==> config.mk <==
export PLATFORM = sky130hd
export DESIGN_NAME = retstk
export DESIGN_NICKNAME = d
export VERILOG_FILES = /design/src/rtl/retstk_pkg.sv /design/src/rtl/retstk_mem.sv /design/src/rtl/retstk_ptr.sv /design/src/rtl/retstk.sv
export SDC_FILE = /design/constraint.sdc
export NUM_CORES = 1
export LEC_CHECK = 0
export BUFFER_PORTS_ARGS = -buffer_cell sky130_fd_sc_hd__buf_2
export CORE_MARGIN = 1
export CORE_UTILIZATION = 40
export DETAILED_ROUTE_END_ITERATION = 10
export HOLD_SLACK_MARGIN = 0.02
export PLACE_DENSITY_LB_ADDON = 0.2
export SYNTH_ARGS = -nofsm -noshare
export SYNTH_HDL_FRONTEND = slang
export SYNTH_SLANG_ARGS = --single-unit
==> constraint.sdc <==
create_clock -name clk -period 9.52 [get_ports clk]
set_clock_uncertainty 0.05 [all_clocks]
set_input_delay 1.428 -clock clk [delete_from_list [all_inputs] [get_ports clk]]
set_output_delay 1.428 -clock clk [all_outputs]
set_load 0.05 [all_outputs]
==> src/rtl/retstk_pkg.sv <==
// Shared types for the return-address stack.
// Assumes: the stack operation is encoded as {push, pop}.
package retstk_pkg;

    // Stack operation taken from the push/pop strobe pair.
    typedef enum logic [1:0] {
        OP_IDLE = 2'b00,
        OP_POP  = 2'b01,
        OP_PUSH = 2'b10,
        OP_SWAP = 2'b11
    } stk_op_e;

    // Target of the software register port.
    typedef enum logic {
        SW_SEL_TOS = 1'b0,
        SW_SEL_PTR = 1'b1
    } sw_sel_e;

endpackage

==> src/rtl/retstk_mem.sv <==
// Storage for the return-address stack: DEPTH registers of PC_W bits.
// It has one write port and one combinational read port.
// Assumes: write and read indices come from the pointer unit. A read index
// at or above DEPTH returns zero.
module retstk_mem #(
    parameter int DEPTH = 8,
    parameter int PC_W  = 15,
    parameter int IDX_W = 4
) (
    input  logic             clk,
    input  logic             rst_n,
    input  logic             wr_en_i,
    input  logic [IDX_W-1:0] wr_idx_i,
    input  logic [PC_W-1:0]  wr_data_i,
    input  logic [IDX_W-1:0] rd_idx_i,
    output logic [PC_W-1:0]  rd_data_o
);

    logic [PC_W-1:0] slot_q [DEPTH];

    // Clear every slot on reset, otherwise write the addressed slot.
    always_ff @(posedge clk) begin
        if (!rst_n) begin
            for (int k = 0; k < DEPTH; k++) begin
                slot_q[k] <= '0;
            end
        end else if (wr_en_i) begin
            for (int k = 0; k < DEPTH; k++) begin
                if (wr_idx_i == IDX_W'(k)) begin
                    slot_q[k] <= wr_data_i;
                end
            end
        end
    end

    // Select the slot named by the read index, zero if out of range.
    always_comb begin
        rd_data_o = '0;
        for (int k = 0; k < DEPTH; k++) begin
            if (rd_idx_i == IDX_W'(k)) begin
                rd_data_o = slot_q[k];
            end
        end
    end

    // a written slot holds the written value one cycle later
    assert_slot_write_R1: assert property (@(posedge clk) disable iff (!rst_n)
        (wr_en_i && int'(wr_idx_i) < DEPTH) |=> slot_q[$past(wr_idx_i)] == $past(wr_data_i));

endmodule

==> src/rtl/retstk_ptr.sv <==
// Pointer unit of the return-address stack. It decodes push/pop strobes and
// software writes into a slot write and a new pointer value. It also keeps
// the sticky error flags and the reset request.
// Assumes: software pointer values arrive already range-checked, and only
// one software write is requested per cycle.
module retstk_ptr
    import retstk_pkg::*;
#(
    parameter int DEPTH   = 8,
    parameter bit BOUNDED = 1'b1,
    parameter int PTR_W   = 4
) (
    input  logic             clk,
    input  logic             rst_n,
    input  logic             push_i,
    input  logic             pop_i,
    input  logic             sw_sp_we_i,
    input  logic [PTR_W-1:0] sw_sp_val_i,
    input  logic             sw_tos_we_i,
    input  logic             flag_clr_i,
    output logic [PTR_W-1:0] sp_o,
    output logic [PTR_W-1:0] top_idx_o,
    output logic             wr_en_o,
    output logic [PTR_W-1:0] wr_idx_o,
    output logic             wr_from_sw_o,
    output logic             full_o,
    output logic             empty_o,
    output logic             ovf_o,
    output logic             unf_o,
    output logic             rst_req_o
);

    logic [PTR_W-1:0] sp_q, sp_nxt;
    logic             ovf_q, unf_q, req_q;
    logic             ovf_evt, unf_evt;
    stk_op_e          op;

    assign op = stk_op_e'({push_i, pop_i});

    generate
        if (BOUNDED) begin : g_bounded
            localparam logic [PTR_W-1:0] CAP = PTR_W'(DEPTH);

            // Decode the next pointer and slot write; refuse moves past the limits.
            always_comb begin
                sp_nxt       = sp_q;
                wr_en_o      = 1'b0;
                wr_idx_o     = sp_q;
                wr_from_sw_o = 1'b0;
                ovf_evt      = 1'b0;
                unf_evt      = 1'b0;
                full_o       = (sp_q == CAP);
                empty_o      = (sp_q == '0);
                top_idx_o    = sp_q - 1'b1;
                unique case (op)
                    OP_PUSH: begin
                        if (full_o) begin
                            ovf_evt = 1'b1;
                        end else begin
                            wr_en_o = 1'b1;
                            sp_nxt  = sp_q + 1'b1;
                        end
                    end
                    OP_POP: begin
                        if (empty_o) unf_evt = 1'b1;
                        else         sp_nxt  = sp_q - 1'b1;
                    end
                    OP_SWAP: begin
                        if (empty_o) begin
                            unf_evt = 1'b1;
                        end else begin
                            wr_en_o  = 1'b1;
                            wr_idx_o = sp_q - 1'b1;
                        end
                    end
                    default: begin
                        if (sw_sp_we_i) begin
                            sp_nxt = sw_sp_val_i;
                        end else if (sw_tos_we_i && !empty_o) begin
                            wr_en_o      = 1'b1;
                            wr_idx_o     = sp_q - 1'b1;
                            wr_from_sw_o = 1'b1;
                        end
                    end
                endcase
            end

            // a push at the limit keeps the pointer and raises the error
            assert_no_overflow_R4: assert property (@(posedge clk) disable iff (!rst_n)
                (push_i && !pop_i && sp_q == CAP) |=> (ovf_q && req_q && sp_q == CAP));
            // a pop on an empty stack keeps the pointer and raises the error
            assert_no_underflow_R5: assert property (@(posedge clk) disable iff (!rst_n)
                (pop_i && sp_q == '0) |=> (unf_q && req_q && sp_q == '0));
            // a plain push below the limit grows the stack by one
            assert_push_grows_R1: assert property (@(posedge clk) disable iff (!rst_n)
                (push_i && !pop_i && sp_q != CAP) |=> sp_q == $past(sp_q) + 1'b1);
            // flags stay set while no clear is requested
            assert_ovf_sticky_R7: assert property (@(posedge clk) disable iff (!rst_n)
                (ovf_q && !flag_clr_i) |=> ovf_q);
            assert_unf_sticky_R7: assert property (@(posedge clk) disable iff (!rst_n)
                (unf_q && !flag_clr_i) |=> unf_q);
        end else begin : g_circular
            localparam logic [PTR_W-1:0] LAST = PTR_W'(DEPTH - 1);
            logic [PTR_W-1:0] sp_inc, sp_dec;

            // Wrap the pointer in both directions with no error detection.
            always_comb begin
                sp_inc       = (sp_q == LAST) ? '0 : sp_q + 1'b1;
                sp_dec       = (sp_q == '0) ? LAST : sp_q - 1'b1;
                sp_nxt       = sp_q;
                wr_en_o      = 1'b0;
                wr_idx_o     = sp_q;
                wr_from_sw_o = 1'b0;
                ovf_evt      = 1'b0;
                unf_evt      = 1'b0;
                full_o       = 1'b0;
                empty_o      = 1'b0;
                top_idx_o    = sp_dec;
                unique case (op)
                    OP_PUSH: begin
                        wr_en_o = 1'b1;
                        sp_nxt  = sp_inc;
                    end
                    OP_POP: begin
                        sp_nxt = sp_dec;
                    end
                    OP_SWAP: begin
                        wr_en_o  = 1'b1;
                        wr_idx_o = sp_dec;
                    end
                    default: begin
                        if (sw_sp_we_i) begin
                            sp_nxt = sw_sp_val_i;
                        end else if (sw_tos_we_i) begin
                            wr_en_o      = 1'b1;
                            wr_idx_o     = sp_dec;
                            wr_from_sw_o = 1'b1;
                        end
                    end
                endcase
            end

            // a push at the last slot wraps to slot zero
            assert_wrap_push_R3: assert property (@(posedge clk) disable iff (!rst_n)
                (push_i && !pop_i && sp_q == LAST) |=> sp_q == '0);
            // a pop at slot zero wraps to the last slot
            assert_wrap_pop_R3: assert property (@(posedge clk) disable iff (!rst_n)
                (pop_i && !push_i && sp_q == '0) |=> sp_q == LAST);
            // the pointer never leaves its range
            assert_ptr_range_R3: assert property (@(posedge clk) disable iff (!rst_n)
                push_i |=> sp_q <= LAST);
        end
    endgenerate

    // Register the pointer, the sticky flags and the one-cycle reset request.
    always_ff @(posedge clk) begin
        if (!rst_n) begin
            sp_q  <= '0;
            ovf_q <= 1'b0;
            unf_q <= 1'b0;
            req_q <= 1'b0;
        end else begin
            sp_q  <= sp_nxt;
            ovf_q <= ovf_evt | (ovf_q & ~flag_clr_i);
            unf_q <= unf_evt | (unf_q & ~flag_clr_i);
            req_q <= ovf_evt | unf_evt;
        end
    end

    assign sp_o      = sp_q;
    assign ovf_o     = ovf_q;
    assign unf_o     = unf_q;
    assign rst_req_o = req_q;

    // push and pop together never move the pointer
    assert_swap_keeps_ptr_R6: assert property (@(posedge clk) disable iff (!rst_n)
        (push_i && pop_i) |=> sp_q == $past(sp_q));
    // the reset request never lasts two cycles in a row without a new error
    assert_req_pulse_R4: assert property (@(posedge clk) disable iff (!rst_n)
        (req_q && !push_i && !pop_i) |=> !req_q);

endmodule

==> src/rtl/retstk.sv <==
// Return-address stack top. It joins the pointer unit and the slot storage,
// masks the returned address on an empty bounded stack, and adds the
// optional software register port.
// Assumes: PC_W is at least the pointer width, so the pointer fits in a
// software read word.
module retstk
    import retstk_pkg::*;
#(
    parameter int DEPTH     = 8,
    parameter int PC_W      = 15,
    parameter bit BOUNDED   = 1'b1,
    parameter bit SW_ACCESS = 1'b1,
    localparam int PTR_W    = $clog2(DEPTH + 1)
) (
    input  logic             clk,
    input  logic             rst_n,
    input  logic             push_i,
    input  logic             pop_i,
    input  logic [PC_W-1:0]  push_pc_i,
    output logic [PC_W-1:0]  pc_o,
    output logic [PTR_W-1:0] sp_o,
    output logic             full_o,
    output logic             empty_o,
    output logic             ovf_o,
    output logic             unf_o,
    output logic             rst_req_o,
    input  logic             flag_clr_i,
    input  logic             sw_wr_i,
    input  logic             sw_sel_i,
    input  logic [PC_W-1:0]  sw_wdata_i,
    output logic [PC_W-1:0]  sw_rdata_o
);

    localparam int SP_LIMIT = BOUNDED ? DEPTH : DEPTH - 1;

    logic             sw_sp_we, sw_tos_we;
    logic [PTR_W-1:0] top_idx, wr_idx;
    logic             wr_en, wr_from_sw;
    logic [PC_W-1:0]  wr_data, rd_data;

    generate
        if (SW_ACCESS) begin : g_sw
            // Decode software writes; drop pointer values out of range.
            always_comb begin
                sw_sp_we  = sw_wr_i && (sw_sel_e'(sw_sel_i) == SW_SEL_PTR)
                            && (int'(sw_wdata_i) <= SP_LIMIT);
                sw_tos_we = sw_wr_i && (sw_sel_e'(sw_sel_i) == SW_SEL_TOS);
            end
            // Return the top entry or the zero-extended pointer.
            always_comb begin
                if (sw_sel_e'(sw_sel_i) == SW_SEL_PTR) sw_rdata_o = PC_W'(sp_o);
                else                                   sw_rdata_o = pc_o;
            end
        end else begin : g_no_sw
            // Without the port, software strobes are ignored and reads give zero.
            always_comb begin
                sw_sp_we   = 1'b0;
                sw_tos_we  = 1'b0;
                sw_rdata_o = '0;
            end
        end
    endgenerate

    retstk_ptr #(
        .DEPTH   (DEPTH),
        .BOUNDED (BOUNDED),
        .PTR_W   (PTR_W)
    ) u_ptr (
        .clk          (clk),
        .rst_n        (rst_n),
        .push_i       (push_i),
        .pop_i        (pop_i),
        .sw_sp_we_i   (sw_sp_we),
        .sw_sp_val_i  (sw_wdata_i[PTR_W-1:0]),
        .sw_tos_we_i  (sw_tos_we),
        .flag_clr_i   (flag_clr_i),
        .sp_o         (sp_o),
        .top_idx_o    (top_idx),
        .wr_en_o      (wr_en),
        .wr_idx_o     (wr_idx),
        .wr_from_sw_o (wr_from_sw),
        .full_o       (full_o),
        .empty_o      (empty_o),
        .ovf_o        (ovf_o),
        .unf_o        (unf_o),
        .rst_req_o    (rst_req_o)
    );

    // Pick the slot write data: software word or pushed address.
    always_comb begin
        wr_data = wr_from_sw ? sw_wdata_i : push_pc_i;
    end

    retstk_mem #(
        .DEPTH (DEPTH),
        .PC_W  (PC_W),
        .IDX_W (PTR_W)
    ) u_mem (
        .clk       (clk),
        .rst_n     (rst_n),
        .wr_en_i   (wr_en),
        .wr_idx_i  (wr_idx),
        .wr_data_i (wr_data),
        .rd_idx_i  (top_idx),
        .rd_data_o (rd_data)
    );

    // Return target: zero on an empty bounded stack, else the top slot.
    always_comb begin
        pc_o = (BOUNDED && empty_o) ? '0 : rd_data;
    end

    // full and empty are never both set
    assert_full_empty_R10: assert property (@(posedge clk) disable iff (!rst_n)
        !(full_o && empty_o));
    // a swap on a non-empty stack shows the new address next cycle
    assert_swap_top_R6: assert property (@(posedge clk) disable iff (!rst_n)
        (push_i && pop_i && !empty_o) |=> pc_o == $past(push_pc_i));

endmodule

Yosys cells after proc, flatten, opt, wreduce, memory -nomap -nowiden. Memories as Yosys holds them, arrays and structs flattened. Cells that the tools add are included.

Memories kept: 1. Word-level logic and storage cells: 125. Output and inout bits: 39. Bits in registers: 7. RAM bits: 120.

Memory list: u_mem.slot_q (words 8, width 15, rd ports 8, clocked after Yosys merged registers in 0, write ports 8, RTL line retstk_mem.sv:19) `logic [PC_W-1:0] slot_q [DEPTH];`.

Order comparisons: 1. $add $sub $neg: 2. Bitwise gates (word level): 16. Reductions and logical operators: 13. Multiplexer cells: 69. Equality and inequality tests: 19.

Operators with widths (count): $mux 15 (19); $mux 1 (42); $eq 4x3->1 const B (8); $mux 4 (5); $eq 4x2->1 const B (4); $le 15x4->1 const B (1); $logic_not 4->1 (3); $pmux 4 s3 (1); $or 1x1->1 (11); $eq 4x1->1 const B (2); $pmux 4 s2 (1); $add 4x1->4 const B (1); $eq 2x2->1 const B (2); $eq 4x4->1 const B (1); $logic_and 1x1->1 (4); $reduce_or 2->1 (2); $sub 4x1->4 const B (1); $not 1->1 (3); $pmux 1 s3 (1); $reduce_and 3->1 (1); $reduce_bool 3->1 (1); $reduce_or 3->1 (1); $and 1x1->1 (2); $eq 2x1->1 const B (1); 2 further kinds (2).

Logic depth before layout (Yosys ltp).
Depth after elaboration: 12. Depth in mapped cells: 11. Mapped depth without buffers: 8.

By module. A second synthesis with hierarchy kept.

Cell total of the unflattened synthesis: 592. Area total of the unflattened synthesis: 6662.6 µm².

Modules (own cells, without submodules): retstk_mem (cells an instance 443, seq. area each 3603.5 µm², area an instance 5485.3 µm², instances 1); retstk_ptr (cells an instance 91, seq. area each 140.1 µm², area an instance 701.9 µm², instances 1); retstk (cells an instance 58, seq. area each 0.0 µm², area an instance 475.5 µm², instances 1).

Worst setup path after synthesis. Ideal clock, no wire load.

Path type: register to output. Start point: reg u_ptr.sp_q[0] (netlist: u_ptr.sp_o[0]). End point: out sw_rdata_o[4]. Data arrival time: 3701 ps. Cell stages (with the launch flop): 11. Path slack: 4341 ps. Cells stage by stage: dfxtp_1 inv_1 ha_1 buf_2 buf_2 buf_1 nor2_1 nor2_1 nor2_1 a221oi_1 nor4_1.

Word-level cells in the longest chain between the ends: 12. Elaborated cells on any way between the ends: 20.

RTL lines: start: declaration (RTL line retstk_ptr.sv:33) `logic [PTR_W-1:0] sp_q, sp_nxt;`; start signal: assignment (RTL line retstk_ptr.sv:163) `sp_q <= sp_nxt;`; $sub 4x1->4 (RTL line retstk_ptr.sv:54) `top_idx_o = sp_q - 1'b1;`; $logic_not 4->1 (RTL line retstk_mem.sv:40) `if (rd_idx_i == IDX_W'(k)) begin`; $mux 15 (8 in a row) (RTL line retstk_mem.sv:40); $mux 15 * (RTL line retstk.sv:110) `pc_o = (BOUNDED && empty_o) ? '0 : rd_data;`; $mux 15 * (RTL line retstk.sv:51) `if (sw_sel_e'(sw_sel_i) == SW_SEL_PTR) sw_rdata_o = PC_W'(sp_o);`; end: declaration (RTL line retstk.sv:31) `output logic [PC_W-1:0] sw_rdata_o`.

Every way passes the cells marked *; elsewhere a longest branch is shown, timed or not.

Worst setup path after layout.
Start point: reg u_ptr.sp_q[0] (netlist: u_ptr.sp_o[0]). End point: out pc_o[9].

Word-level cells in the longest chain between the ends: 11. Elaborated cells on any way between the ends: 19.

RTL lines: $sub 4x1->4 (RTL line retstk_ptr.sv:54); $logic_not 4->1 (RTL line retstk_mem.sv:40); $mux 15 (8 in a row) (RTL line retstk_mem.sv:40); $mux 15 * (RTL line retstk.sv:110); end: declaration (RTL line retstk.sv:20) `output logic [PC_W-1:0] pc_o,`.

Marked as above.

==> reports/metrics.cfg <==
[status]
status = complete, no violations

[floorplan]
ios = 76
start_util_pct = 41.1
rows = 48
dieArea_sq_mm = 0.0184
fp.dieH_um = 135
fp.dieW_um = 135
core_region_area_sq_mm = 0.0174

[clock_tree]
clk-insertion-delay-late_ps = 430
clock-sinks = 127
cts.clk_slew.worst_paths_ps = 60
cts_root_buffer = clkbuf_16
cts-resized-gates = 0
htree_levels = 4
cts_hold_buf = 0
cts-buffers-inserted = 17
cts_setup_buffers = 0
cts_tree = built
clockBufferDepth = 2

[setup_path]
worstPathRequired_ps = 8040
r2r_setup_slack_ps = 4270
worstPathMaxFanout = 18
worst_setup_path_end_kind = primary output
crit_family = simple AND/OR/NAND/NOR gates
cp.arrival_ps = 4320
crit_path_start_kind = register
crit_chain = inv_1, ha_1, nand2b_1, nor3_2, nor2_1, a221oi_1, nor3_1, buf_2
critical_path_class = register to primary output
worst-path-buf-inv = 2
cpPeakStageDelay_ps = 940
slowest_stage = nor3_2

[final_layout]
synthToLayoutAreaGrowth_pct = 15.0
drive_gt1_share_pct = 20.4
diodes = 0
fin_nets = 774

[sta]
maxSlewViolCount = 0
fin_setup_tns_ps = 0
period_share_pct = 60.9
setup_ws_ps = 3730
hold_violations = 0
rsz0062_at_grt = false
period_minus_slack_ps = 5790
max_freq_mhz = 173
slew_headroom_pct = 26.7
max_slew.worst_pin.slew_ps = 1090
finalSetupViolCount = 0

[grt]
overflow = 0
grt_pass1_vias = 5670
track_usage_pct = 24.1
grt_pass1_wl_mm = 32.5
grt_start_max_net_pins = 47
antenna_found_initial = 0

[pwr]
leakage_nw = 2.98
power_density_mw_per_mm2 = 201
ir_drop_v = 0.000147
internal_power_mw = 1.12
swShare_pct = 32.3
pwr-share-seq_pct = 40.3
p_sw_uw = 533
combinationalPowerShare_pct = 20.7
clkPwrFrac_pct = 39.0

[hold_path]
hp-class = register to register

[placed_design]
dp_hpwl_mm = 14.1
gp_congestion = 0.847
portBuffers = 75
pre_cts_slack_ps = 4280

[synthesis]
yosys.area_share.simple_pct = 21.2
syn-num-nets = 734
synth_top_family_by_area = simple AND/OR/NAND/NOR gates
synth_edf_count = 120
yosysWarnings = 0
synth_area_sq_mm = 0.00713
ys_ff_latch = 127
synthAdderAreaFrac_pct = 1.40
syn_inst = 689
ys_async_sr_fraction_pct = 0
synth_cell_types = 75
synthFlopType = edfxtp_1
synthMuxAreaShare_pct = 0.299
ys_seq_area_share_pct = 52.5
syn_avg_cell_area_sq_um = 10.3
synth_xor_area_share_pct = 0
synth_compound_area_share_pct = 19.5

[routing]
drt_drc_violations_left = 0
drtIter0Drc = 538
wirelength_mm = 21.0
vias_per_cell = 6.07
post_drt_wl_per_cell_um = 21.7
antenna_left = 0
vias = 5873
drt-pass1-iter-count = 5

[flow_run]
maxCapViolCount = 0

==> synth_stat cells (3+ instances only) <==
| cell type | instances | area, sq um |
|---|---|---|
| ha_1 | 8 | 100 |
| and3_1 | 31 | 194 |
| a21oi_1 | 37 | 185 |
| or3b_1 | 3 | 26.3 |
| o2bb2ai_1 | 3 | 26.3 |
| a2111oi_0 | 11 | 96.3 |
| o41ai_1 | 3 | 26.3 |
| o21ai_1 | 5 | 25.0 |
| and3b_1 | 4 | 35.0 |
| a211oi_1 | 3 | 22.5 |
| a311oi_1 | 3 | 26.3 |
| nand2b_1 | 6 | 37.5 |
| o221ai_1 | 3 | 26.3 |
| o21ai_0 | 21 | 105 |
| o211ai_1 | 6 | 45.0 |
| buf_1 | 5 | 18.8 |
| a22oi_1 | 9 | 67.6 |
| edfxtp_1 | 120 | 3600 |
| buf_2 | 28 | 140 |
| o2111ai_1 | 3 | 26.3 |
| nor4_2 | 6 | 75.1 |
| a221oi_1 | 24 | 210 |
| o31ai_1 | 16 | 120 |
| nor4_1 | 4 | 25.0 |
| clkbuf_1 | 25 | 93.8 |
| dfxtp_1 | 7 | 140 |
| buf_4 | 3 | 22.5 |
| nand3_1 | 20 | 100 |
| nor3_1 | 46 | 230 |
| o22ai_1 | 4 | 25.0 |
| nor2b_1 | 17 | 106 |
| nor2_1 | 77 | 289 |
| nand2_1 | 47 | 176 |
| nand3b_1 | 12 | 90.1 |
| or3_1 | 3 | 18.8 |
| a21o_1 | 5 | 37.5 |
| inv_1 | 15 | 56.3 |
==> path summary, 6_finish.rpt <==
kind         depth (start not counted)                        from                           endpoint
max                                  8  u_ptr.sp_o[0]$_SDFFE_PN0P_                            pc_o[9]
min                                  2      u_ptr.ovf_o$_SDFF_PN0_             u_ptr.ovf_o$_SDFF_PN0_
max reg2reg                          9  u_ptr.sp_o[0]$_SDFFE_PN0P_  u_mem.slot_q[0][23]$_SDFFCE_PN0P_
min reg2reg                          2      u_ptr.ovf_o$_SDFF_PN0_             u_ptr.ovf_o$_SDFF_PN0_
==> kinds of logic (layout without fill, tap and decap cells) <==
kind of cell,count (synthesis),after routing
mux,2,2
compound gates,186,186
flops,127,127
fa+ha+maj,8,8
simple gates,287,287
buf+inv,79,132
==> registers in the layout (all words and copies together) (netlist names) <==
| signal | count |
|---|---|
| u_ptr.sp_o | 4 |
| u_mem.slot_q | 120 |
| u_ptr.unf_o | 1 |
| u_ptr.rst_req_o | 1 |
| u_ptr.ovf_o | 1 |
==> power groups by stage <==
stage | clock network, mW | registers, mW | logic (mW)
5_1_grt | 0.669 | 0.668 | 0.368
6_report | 0.644 | 0.665 | 0.342
4_1_cts | 0.645 | 0.664 | 0.339
3_5_place_dp | 0 | 0.675 | 0.339
3_3_place_gp | 0 | 0.674 | 0.332
2_1_floorplan | 0 | 0.675 | 0.246
==> cells in the final DEF, fill, tap and decap left out, drive strengths merged, types with 4 or more instances in the layout <==
master,n
a21o,5
dfxtp,7
o31ai,16
nor4,10
nand2b,6
o21ai,28
inv,20
ha,8
clkbuf,17
a22oi,9
clkinv,7
o211ai,8
o22ai,5
and3b,4
a2111oi,11
a21oi,38
and3,33
nand3b,12
nand2,47
a221oi,24
nor2b,17
buf,84
nand3,20
nor2,77
nor3,48
edfxtp,120
==> cell type report <==
type                       instances  area (sq um)
clock buffer                      17           425
multi-input combinational        483          3080
fill                            1635          9160
tap                              225           282
clock inverter                    15           160
timing repair buffer              84           443
sequential                       127          3740
inverter                          16          62.6
==> worst reg2reg max path, cell delays in order, from the launching register on <==
cell,delay (ps)
dfxtp_1,830
inv_1,190
ha_1,480
or3b_1,890
inv_4,430
nor2_1,480
a21o_1,190
nand2_1,630
o41ai_2,460
buf_4,300
==> metal layers <==
metal | vias to the layer above | GRT usage, % | routed length, um
met5 | - | 0 | 0
met4 | 0 | 9.80 | 463
met3 | 34 | 3.74 | 1130
met2 | 233 | 40.1 | 10400
met1 | 2877 | 31.2 | 8980
li1 | 2729 | - | -
==> stage by stage <==
stage          utilization (%)  instances  total power [mW]  instance area, sq um  hold slack [ps]
4_1_cts                   47.2        967              1.65                  8190              411
2_1_floorplan                -        689             0.921                  7130              621
3_3_place_gp              43.8        935              1.01                  7610              397
3_5_place_dp              43.8        935              1.01                  7610              402
5_1_grt                   47.2        967              1.70                  8190              436
6_report                  47.2        967              1.65                  8190              410
No activity file was read; power rests on OpenSTA's default activity.
